**src/rtl/irq_hier_pkg.sv**
```systemverilog
package irq_hier_pkg;
  localparam int ADDR_W = 3;

  typedef enum logic [ADDR_W-1:0] {
    A_SUMMARY = 3'd0,
    A_BUS_LO  = 3'd1,
    A_BUS_HI  = 3'd2,
    A_DMA     = 3'd3,
    A_EN_LO   = 3'd4,
    A_EN_HI   = 3'd5,
    A_EN_DMA  = 3'd6
  } reg_addr_e;

  // summary register bit positions
  localparam int SUM_BUS_BIT = 0;
  localparam int SUM_DMA_BIT = 1;
  localparam int SUM_OTF_BIT = 2;
endpackage

```
**src/rtl/irq_stat_word.sv**
```systemverilog
// One latched status word: records enabled events, clears on read.
module irq_stat_word #(
  parameter int W = 8
) (
  input  logic         clk,
  input  logic         rst_n,
  input  logic [W-1:0] ev,
  input  logic [W-1:0] en,
  input  logic         rd_clr,
  output logic [W-1:0] stat,
  output logic         pend
);
  logic [W-1:0] stat_n;

  // a new event wins over a clearing read in the same cycle
  always_comb stat_n = (stat & ~{W{rd_clr}}) | (ev & en);

  always_ff @(posedge clk or negedge rst_n) begin
    if (!rst_n) stat <= '0;
    else        stat <= stat_n;
  end

  assign pend = |(stat & en);
endmodule

```
**src/rtl/irq_flush_gate.sv**
```systemverilog
// Holds a fatal receive-side event until the data FIFO reports empty.
module irq_flush_gate (
  input  logic clk,
  input  logic rst_n,
  input  logic fatal_ev,
  input  logic fifo_empty,
  output logic flush_req,
  output logic release_ev
);
  logic hold_q;

  assign release_ev = hold_q & fifo_empty;
  assign flush_req  = hold_q;

  always_ff @(posedge clk or negedge rst_n) begin
    if (!rst_n) hold_q <= 1'b0;
    else        hold_q <= (hold_q & ~fifo_empty) | fatal_ev;
  end
endmodule

```
**src/rtl/irq_regfile.sv**
```systemverilog
// Enable masks, address decode, read mux and clear strobes.
module irq_regfile
  import irq_hier_pkg::*;
#(
  parameter int DATA_W = 8,
  parameter int BUS0_W = 8,
  parameter int BUS1_W = 8,
  parameter int DMA_W  = 8
) (
  input  logic              clk,
  input  logic              rst_n,
  input  logic [ADDR_W-1:0] reg_addr,
  input  logic              rd_en,
  input  logic              wr_en,
  input  logic [DATA_W-1:0] wr_data,
  output logic [DATA_W-1:0] rd_data,
  input  logic [BUS0_W-1:0] stat_lo,
  input  logic [BUS1_W-1:0] stat_hi,
  input  logic [DMA_W-1:0]  stat_dma,
  input  logic [DATA_W-1:0] summary,
  input  logic              otf_q,
  output logic [BUS0_W-1:0] en_lo,
  output logic [BUS1_W-1:0] en_hi,
  output logic [DMA_W-1:0]  en_dma,
  output logic              clr_lo,
  output logic              clr_hi,
  output logic              clr_dma,
  output logic              otf_clr
);
  reg_addr_e sel;
  assign sel = reg_addr_e'(reg_addr);

  // group words are frozen while the on-the-fly flag is set
  assign clr_lo  = rd_en && (sel == A_BUS_LO) && !otf_q;
  assign clr_hi  = rd_en && (sel == A_BUS_HI) && !otf_q;
  assign clr_dma = rd_en && (sel == A_DMA)    && !otf_q;
  assign otf_clr = wr_en && (sel == A_SUMMARY) && wr_data[SUM_OTF_BIT];

  always_ff @(posedge clk or negedge rst_n) begin
    if (!rst_n) begin
      en_lo  <= '0;
      en_hi  <= '0;
      en_dma <= '0;
    end else if (wr_en) begin
      case (sel)
        A_EN_LO:  en_lo  <= wr_data[BUS0_W-1:0];
        A_EN_HI:  en_hi  <= wr_data[BUS1_W-1:0];
        A_EN_DMA: en_dma <= wr_data[DMA_W-1:0];
        default: ;
      endcase
    end
  end

  always_comb begin
    rd_data = '0;
    case (sel)
      A_SUMMARY: rd_data = summary;
      A_BUS_LO:  rd_data = otf_q ? '0 : DATA_W'(stat_lo);
      A_BUS_HI:  rd_data = otf_q ? '0 : DATA_W'(stat_hi);
      A_DMA:     rd_data = otf_q ? '0 : DATA_W'(stat_dma);
      A_EN_LO:   rd_data = DATA_W'(en_lo);
      A_EN_HI:   rd_data = DATA_W'(en_hi);
      A_EN_DMA:  rd_data = DATA_W'(en_dma);
      default:   rd_data = '0;
    endcase
  end
endmodule

```
**src/rtl/irq_summary.sv**
```systemverilog
// On-the-fly flag, gated group flags and the request line.
module irq_summary
  import irq_hier_pkg::*;
#(
  parameter int DATA_W = 8
) (
  input  logic              clk,
  input  logic              rst_n,
  input  logic              otf_evt,
  input  logic              otf_clr,
  input  logic              pend_bus,
  input  logic              pend_dma,
  output logic              otf_q,
  output logic [DATA_W-1:0] summary,
  output logic              irq_n
);
  always_ff @(posedge clk or negedge rst_n) begin
    if (!rst_n) otf_q <= 1'b0;
    else        otf_q <= otf_evt | (otf_q & ~otf_clr);
  end

  always_comb begin
    summary = '0;
    summary[SUM_BUS_BIT] = pend_bus & ~otf_q;
    summary[SUM_DMA_BIT] = pend_dma & ~otf_q;
    summary[SUM_OTF_BIT] = otf_q;
  end

  assign irq_n = ~(otf_q | pend_bus | pend_dma);
endmodule

```
**src/rtl/irq_hier_ctrl.sv**
```systemverilog
module irq_hier_ctrl
  import irq_hier_pkg::*;
#(
  parameter int DATA_W    = 8,
  parameter int BUS0_W    = 8,
  parameter int BUS1_W    = 8,
  parameter int DMA_W     = 8,
  parameter int FATAL_BIT = 2
) (
  input  logic              clk,
  input  logic              rst_n,
  input  logic [2:0]        reg_addr,
  input  logic              rd_en,
  input  logic              wr_en,
  input  logic [DATA_W-1:0] wr_data,
  output logic [DATA_W-1:0] rd_data,
  input  logic [BUS0_W-1:0] ev_bus_lo,
  input  logic [BUS1_W-1:0] ev_bus_hi,
  input  logic [DMA_W-1:0]  ev_dma,
  input  logic              otf_evt,
  input  logic              rx_active,
  input  logic              fifo_empty,
  output logic              flush_req,
  output logic              irq_n
);
  localparam logic [BUS0_W-1:0] FATAL_MASK = BUS0_W'(1) << FATAL_BIT;

  logic [BUS0_W-1:0] stat_lo, en_lo, ev_lo_eff;
  logic [BUS1_W-1:0] stat_hi, en_hi;
  logic [DMA_W-1:0]  stat_dma, en_dma;
  logic [DATA_W-1:0] summary;
  logic clr_lo, clr_hi, clr_dma, otf_clr, otf_q;
  logic pend_lo, pend_hi, pend_dma;
  logic fatal_ev, fatal_rel;

  // a fatal event during receive is diverted through the flush gate
  assign fatal_ev  = rx_active & ev_bus_lo[FATAL_BIT] & en_lo[FATAL_BIT];
  assign ev_lo_eff = (rx_active ? (ev_bus_lo & ~FATAL_MASK) : ev_bus_lo)
                   | (fatal_rel ? FATAL_MASK : '0);

  irq_flush_gate u_flush (
    .clk(clk), .rst_n(rst_n), .fatal_ev(fatal_ev), .fifo_empty(fifo_empty),
    .flush_req(flush_req), .release_ev(fatal_rel)
  );

  irq_stat_word #(.W(BUS0_W)) u_lo (
    .clk(clk), .rst_n(rst_n), .ev(ev_lo_eff), .en(en_lo), .rd_clr(clr_lo),
    .stat(stat_lo), .pend(pend_lo)
  );
  irq_stat_word #(.W(BUS1_W)) u_hi (
    .clk(clk), .rst_n(rst_n), .ev(ev_bus_hi), .en(en_hi), .rd_clr(clr_hi),
    .stat(stat_hi), .pend(pend_hi)
  );
  irq_stat_word #(.W(DMA_W)) u_dma (
    .clk(clk), .rst_n(rst_n), .ev(ev_dma), .en(en_dma), .rd_clr(clr_dma),
    .stat(stat_dma), .pend(pend_dma)
  );

  irq_regfile #(.DATA_W(DATA_W), .BUS0_W(BUS0_W), .BUS1_W(BUS1_W), .DMA_W(DMA_W)) u_regs (
    .clk(clk), .rst_n(rst_n), .reg_addr(reg_addr), .rd_en(rd_en), .wr_en(wr_en),
    .wr_data(wr_data), .rd_data(rd_data), .stat_lo(stat_lo), .stat_hi(stat_hi),
    .stat_dma(stat_dma), .summary(summary), .otf_q(otf_q), .en_lo(en_lo),
    .en_hi(en_hi), .en_dma(en_dma), .clr_lo(clr_lo), .clr_hi(clr_hi),
    .clr_dma(clr_dma), .otf_clr(otf_clr)
  );

  irq_summary #(.DATA_W(DATA_W)) u_sum (
    .clk(clk), .rst_n(rst_n), .otf_evt(otf_evt), .otf_clr(otf_clr),
    .pend_bus(pend_lo | pend_hi), .pend_dma(pend_dma), .otf_q(otf_q),
    .summary(summary), .irq_n(irq_n)
  );
endmodule

```
**config.mk**
```make
export PLATFORM = sky130hd
export DESIGN_NAME = irq_hier_ctrl
export DESIGN_NICKNAME = d
export VERILOG_FILES = /design/src/rtl/irq_hier_pkg.sv /design/src/rtl/irq_stat_word.sv /design/src/rtl/irq_flush_gate.sv /design/src/rtl/irq_regfile.sv /design/src/rtl/irq_summary.sv /design/src/rtl/irq_hier_ctrl.sv
export SDC_FILE = /design/constraint.sdc
export NUM_CORES = 1
export LEC_CHECK = 0
export BUFFER_PORTS_ARGS = -buffer_cell sky130_fd_sc_hd__buf_2
export CAP_MARGIN = 20
export CORE_ASPECT_RATIO = 0.5
export CORE_MARGIN = 3
export CORE_UTILIZATION = 25
export DETAILED_ROUTE_END_ITERATION = 8
export PLACE_DENSITY = 0.45
export SKIP_CTS_REPAIR_TIMING = 1
export SYNTH_ARGS = -nofsm -noshare
export SYNTH_HDL_FRONTEND = slang
export SYNTH_SLANG_ARGS = --single-unit
```
**constraint.sdc**
```tcl
create_clock -name clk -period 2.3 [get_ports clk]
set_input_delay 0.345 -clock clk [delete_from_list [all_inputs] [get_ports clk]]
set_output_delay 0.345 -clock clk [all_outputs]
set_load 0.02 [all_outputs]
```
==> report_table.html <==
<table>
<tr><th>Metric</th><th>Value</th></tr>
<tr><th colspan="2">Setup path</th></tr>
<tr><td>Worst reg-to-reg setup slack</td><td>0.58 ns</td></tr>
<tr><td>Ordered list of cells on the worst path</td><td>a22o_1, a221oi_1, and4_1, nor3b_2, buf_2</td></tr>
<tr><td>Standard cell with the maximum stage delay on the critical path</td><td>sky130_fd_sc_hd__dfrtp_1</td></tr>
<tr><td>Crit. End Element</td><td>primary output</td></tr>
<tr><td>Worst endpoint required time</td><td>1.96 ns</td></tr>
<tr><td>Startpoint type of the worst setup path</td><td>flop</td></tr>
<tr><td>Largest driver fanout on the critical path</td><td>3</td></tr>
<tr><td>Largest stage delay on the critical path</td><td>0.42 ns</td></tr>
<tr><td>Arrival time reported for the critical path endpoint</td><td>1.84 ns</td></tr>
<tr><td>CP Class</td><td>flop to primary output</td></tr>
<tr><th colspan="2">Final layout</th></tr>
<tr><td>Final standard cell area without fillers</td><td>roughly 3000 µm²</td></tr>
<tr><td>Ratio of cells with drive above 1 in the final layout</td><td>39.5%</td></tr>
<tr><td>Net count, final</td><td>303</td></tr>
<tr><td>Number of diodes</td><td>0</td></tr>
<tr><td>Area growth, synth to finish</td><td>24.5%</td></tr>
<tr><td>Number of filler instances in the final layout</td><td>949</td></tr>
<tr><th colspan="2">CTS</th></tr>
<tr><td>Clock latency of the later-clocked register in the worst-skew pair</td><td>0.29 ns</td></tr>
<tr><td>Clock root buffer</td><td>sky130_fd_sc_hd__clkbuf_16</td></tr>
<tr><td>Clock Tree Buf Depth</td><td>2</td></tr>
<tr><td>CTS HTree Levels</td><td>2</td></tr>
<tr><td>Clk sink count</td><td>50</td></tr>
<tr><td>Clock transition at path regs</td><td>roughly 0.070 ns</td></tr>
<tr><td>Clock tree from TritonCTS</td><td>yes</td></tr>
<tr><td>TritonCTS Buffers</td><td>5</td></tr>
<tr><th colspan="2">Placed design</th></tr>
<tr><td>Port Buffers</td><td>51</td></tr>
<tr><td>Final Wtd Congestion</td><td>0.825</td></tr>
<tr><td>Placed cell areas</td><td>2890 µm²</td></tr>
<tr><td>Detail Placement HPWL</td><td>roughly 5700 µm</td></tr>
<tr><th colspan="2">Yosys</th></tr>
<tr><td>Number of warning messages in the yosys log</td><td>0</td></tr>
<tr><td>Number of synthesized register bits</td><td>50</td></tr>
<tr><td>FFs w/ async S/R, synth</td><td>between 90% and 100%</td></tr>
<tr><td>Mean instance size in the synthesized netlist</td><td>12.2 µm²</td></tr>
<tr><td>Post-synth EDFFs</td><td>0</td></tr>
<tr><td>Share of the yosys chip area belonging to registers</td><td>51.2%</td></tr>
<tr><td>Combined area of all synthesized cells</td><td>between 2000 and 2500 µm²</td></tr>
<tr><td>Number of distinct library cells after synthesis</td><td>30</td></tr>
<tr><td>Synthesized instance count</td><td>200</td></tr>
<tr><td>Dominant register cell in the synthesized netlist</td><td>sky130_fd_sc_hd__dfrtp_1</td></tr>
<tr><td>Post-Syn Nets</td><td>242</td></tr>
<tr><th colspan="2">Floorplan</th></tr>
<tr><td>Number of rows in the core area</td><td>24</td></tr>
<tr><td>Initial core utilization</td><td>a little over a quarter</td></tr>
<tr><td>Io pins</td><td>52</td></tr>
<tr><td>Core Box Area</td><td>9100 µm²</td></tr>
<tr><td>Die ar.</td><td>11100 µm²</td></tr>
<tr><td>Overall die height</td><td>about 76 µm</td></tr>
<tr><td>Die Wd</td><td>146 µm</td></tr>
<tr><th colspan="2">Drt</th></tr>
<tr><td>Number of antenna-violating nets in the routed design</td><td>0</td></tr>
<tr><td>Number of violations reported at the end of detailed-routing iteration 0</td><td>95</td></tr>
<tr><td>Total number of vias</td><td>approximately 2.0k</td></tr>
<tr><td>Avg Vias per Cell</td><td>5.02</td></tr>
<tr><td>WL per Instance</td><td>approximately 19 µm</td></tr>
<tr><td>Remaining routing DRC violations</td><td>0</td></tr>
<tr><td>Number of iterations in the first detailed-routing pass</td><td>4</td></tr>
<tr><td>Post-detailed-routing wire length</td><td>7500 µm</td></tr>
<tr><th colspan="2">Pwr</th></tr>
<tr><td>Power share of the sequential group</td><td>50.6%</td></tr>
<tr><td>Leakage dissipation</td><td>about 1.4 nW</td></tr>
<tr><td>Logic gate share of total power</td><td>17.3%</td></tr>
<tr><td>P_int</td><td>roughly 1.6 mW</td></tr>
<tr><td>Fraction of power consumed by the clock network</td><td>32.1%</td></tr>
<tr><td>Cell area power density</td><td>722 nW/µm²</td></tr>
<tr><td>Worst vdd ir</td><td>0.269 mV</td></tr>
<tr><td>Proportion of total power due to net switching</td><td>28.1%</td></tr>
<tr><td>Net load switching power</td><td>616 µW</td></tr>
<tr><th colspan="2">STA</th></tr>
<tr><td>Total negative setup slack</td><td>0 ns</td></tr>
<tr><td>Worst relative slew slack</td><td>approximately two thirds</td></tr>
<tr><td>Shortest clock period the worst path allows after layout</td><td>2.18 ns</td></tr>
<tr><td>Fraction of the cycle the final worst path needs</td><td>95.0%</td></tr>
<tr><td>Number of max-slew violations in the final report</td><td>0</td></tr>
<tr><td>Final-report setup violation count</td><td>0</td></tr>
<tr><td>Maximum clock skew at final layout</td><td>0.00636 ns</td></tr>
<tr><td>Max frequency</td><td>458 MHz</td></tr>
<tr><td>RSZ-0062 raised after global routing</td><td>no</td></tr>
<tr><td>Final Hold Vio Count</td><td>0</td></tr>
<tr><td>Worst Tran Pin Value</td><td>around 0.5 ns</td></tr>
<tr><th colspan="2">Global routing</th></tr>
<tr><td>Number of antenna violations at the first check in global routing</td><td>0</td></tr>
<tr><td>Via count of the first global-routing pass</td><td>approximately 2k</td></tr>
<tr><td>Overall fraction of global-route tracks in use</td><td>between 10% and 20%</td></tr>
<tr><td>First-pass GRT wire length</td><td>11600 µm</td></tr>
<tr><td>GRT Residual Overflow</td><td>0</td></tr>
<tr><td>Largest net degree at the start of global routing</td><td>22</td></tr>
<tr><th colspan="2">Worst hold path</th></tr>
<tr><td>Worst hold-check path type</td><td>input pin to flop</td></tr>
<tr><th colspan="2">Run status</th></tr>
<tr><td>Outcome</td><td>finished, final reports clean</td></tr>
<tr><th colspan="2">Run</th></tr>
<tr><td>Max-Cap Viols</td><td>0</td></tr>
</table>
[cell type report]
| type | instances | area [µm²] | share of cell area, % |
|---|---|---|---|
| clock buffers | 7 | 133 | 4.36 |
| inverters | 3 | 11.3 | 0.370 |
| multi-input cells | 139 | 1130 | 37.2 |
| flip-flops and latches | 50 | 1250 | 41.1 |
| well taps | 130 | 163 | 5.35 |
| repair buffers | 62 | 353 | 11.6 |
[critical path, delay by kind of cell, from the launching register on]
kind	cells	cell delay (ns)
flops	1	0.42
simple gates	2	0.42
compound gates	2	0.52
buf+inv	1	0.19
[cells by family (layout without fill, tap and decap cells)]
family | Yosys count | count (layout) | share of synthesized area (%)
flops | 50 | 50 | 51.2
simple gates | 33 | 33 | 7.48
compound gates | 66 | 66 | 20.5
buf+inv | 11 | 72 | 2.66
mux | 40 | 40 | 18.1
[path summary, 6_finish.rpt]
| kind | startpoint | to | cells after the start |
|---|---|---|---|
| worst max-delay path | u_lo.stat[6] | irq_n | 5 |
| worst min-delay path | otf_evt | u_sum.otf_q | 2 |
| worst max register to register | u_sum.otf_q | u_lo.stat[2] | 3 |
| worst min register to register | u_dma.stat[4] | u_dma.stat[4] | 1 |
| max in group asynchronous | rst_n | u_lo.stat[1] | 3 |
| min in group asynchronous | rst_n | u_regs.en_hi[7] | 2 |
[placed cells by master, fill, tap and decap left out, types with 8 or more instances in the layout]
cell	n
sky130_fd_sc_hd__buf_2	51
sky130_fd_sc_hd__a21oi_1	10
sky130_fd_sc_hd__nand2_1	9
sky130_fd_sc_hd__dfrtp_1	50
sky130_fd_sc_hd__a22o_1	33
sky130_fd_sc_hd__nor2_1	8
sky130_fd_sc_hd__o21ai_0	9
sky130_fd_sc_hd__buf_4	9
sky130_fd_sc_hd__mux2i_1	9
sky130_fd_sc_hd__mux2_2	30
[registers in the layout, summed over array words and instances, names as in the netlist]
signal / flops
u_regs.en_lo: 8
u_hi.stat: 8
u_flush.flush_req: 1
u_regs.en_dma: 8
u_sum.otf_q: 1
u_dma.stat: 8
u_regs.en_hi: 8
u_lo.stat: 8
[cell usage after synthesis, drive strengths merged, types with 2 or more instances]
cell     n  share of area [%]
dfrtp   50                 51
a22o    33                 12
mux2    31                 14
a21oi   10                2.0
mux2i    9                3.7
nand2    9                1.4
nor2     9                1.7
o21ai    9                1.8
buf      8                2.2
a221oi   6                2.2
nand3    6                1.6
a22oi    5                1.5
inv      3               0.46
nand4    2               0.77
[power by group through the flow]
stage | registers, mW | logic, mW | clock network, mW
final | 1.11 | 0.380 | 0.704
after CTS | 1.11 | 0.385 | 0.728
after global routing | 1.13 | 0.422 | 0.756
after floorplan | 1.08 | 0.248 | 0
after global placement | 1.13 | 0.378 | 0
after detailed placement | 1.13 | 0.384 | 0
[metrics by stage]
step | power, mW | hold WS (ns) | worst slack (ns) | utilization [%] | cells
floorplan | 1.32 | 0.0494 | 0.416 | - | 200
global placement | 1.51 | 0.229 | 0.332 | 31.8 | 383
detailed placement | 1.51 | 0.229 | 0.312 | 31.8 | 383
CTS | 2.22 | -0.0881 | 0.0516 | 33.3 | 390
global route | 2.31 | 0.258 | 0.0478 | 33.4 | 391
finish | 2.20 | 0.252 | 0.116 | 33.4 | 391
[metal layers]
metal | global-route usage (%) | up-vias | wire length (µm)
met3 | 3.27 | 6 | 438
met4 | 4.21 | 0 | 58
li1 | - | 901 | -
met2 | 21.5 | 47 | 3420
met5 | 0 | - | 0
met1 | 19.7 | 1008 | 3580
No activity file was read; power rests on OpenSTA's default activity.
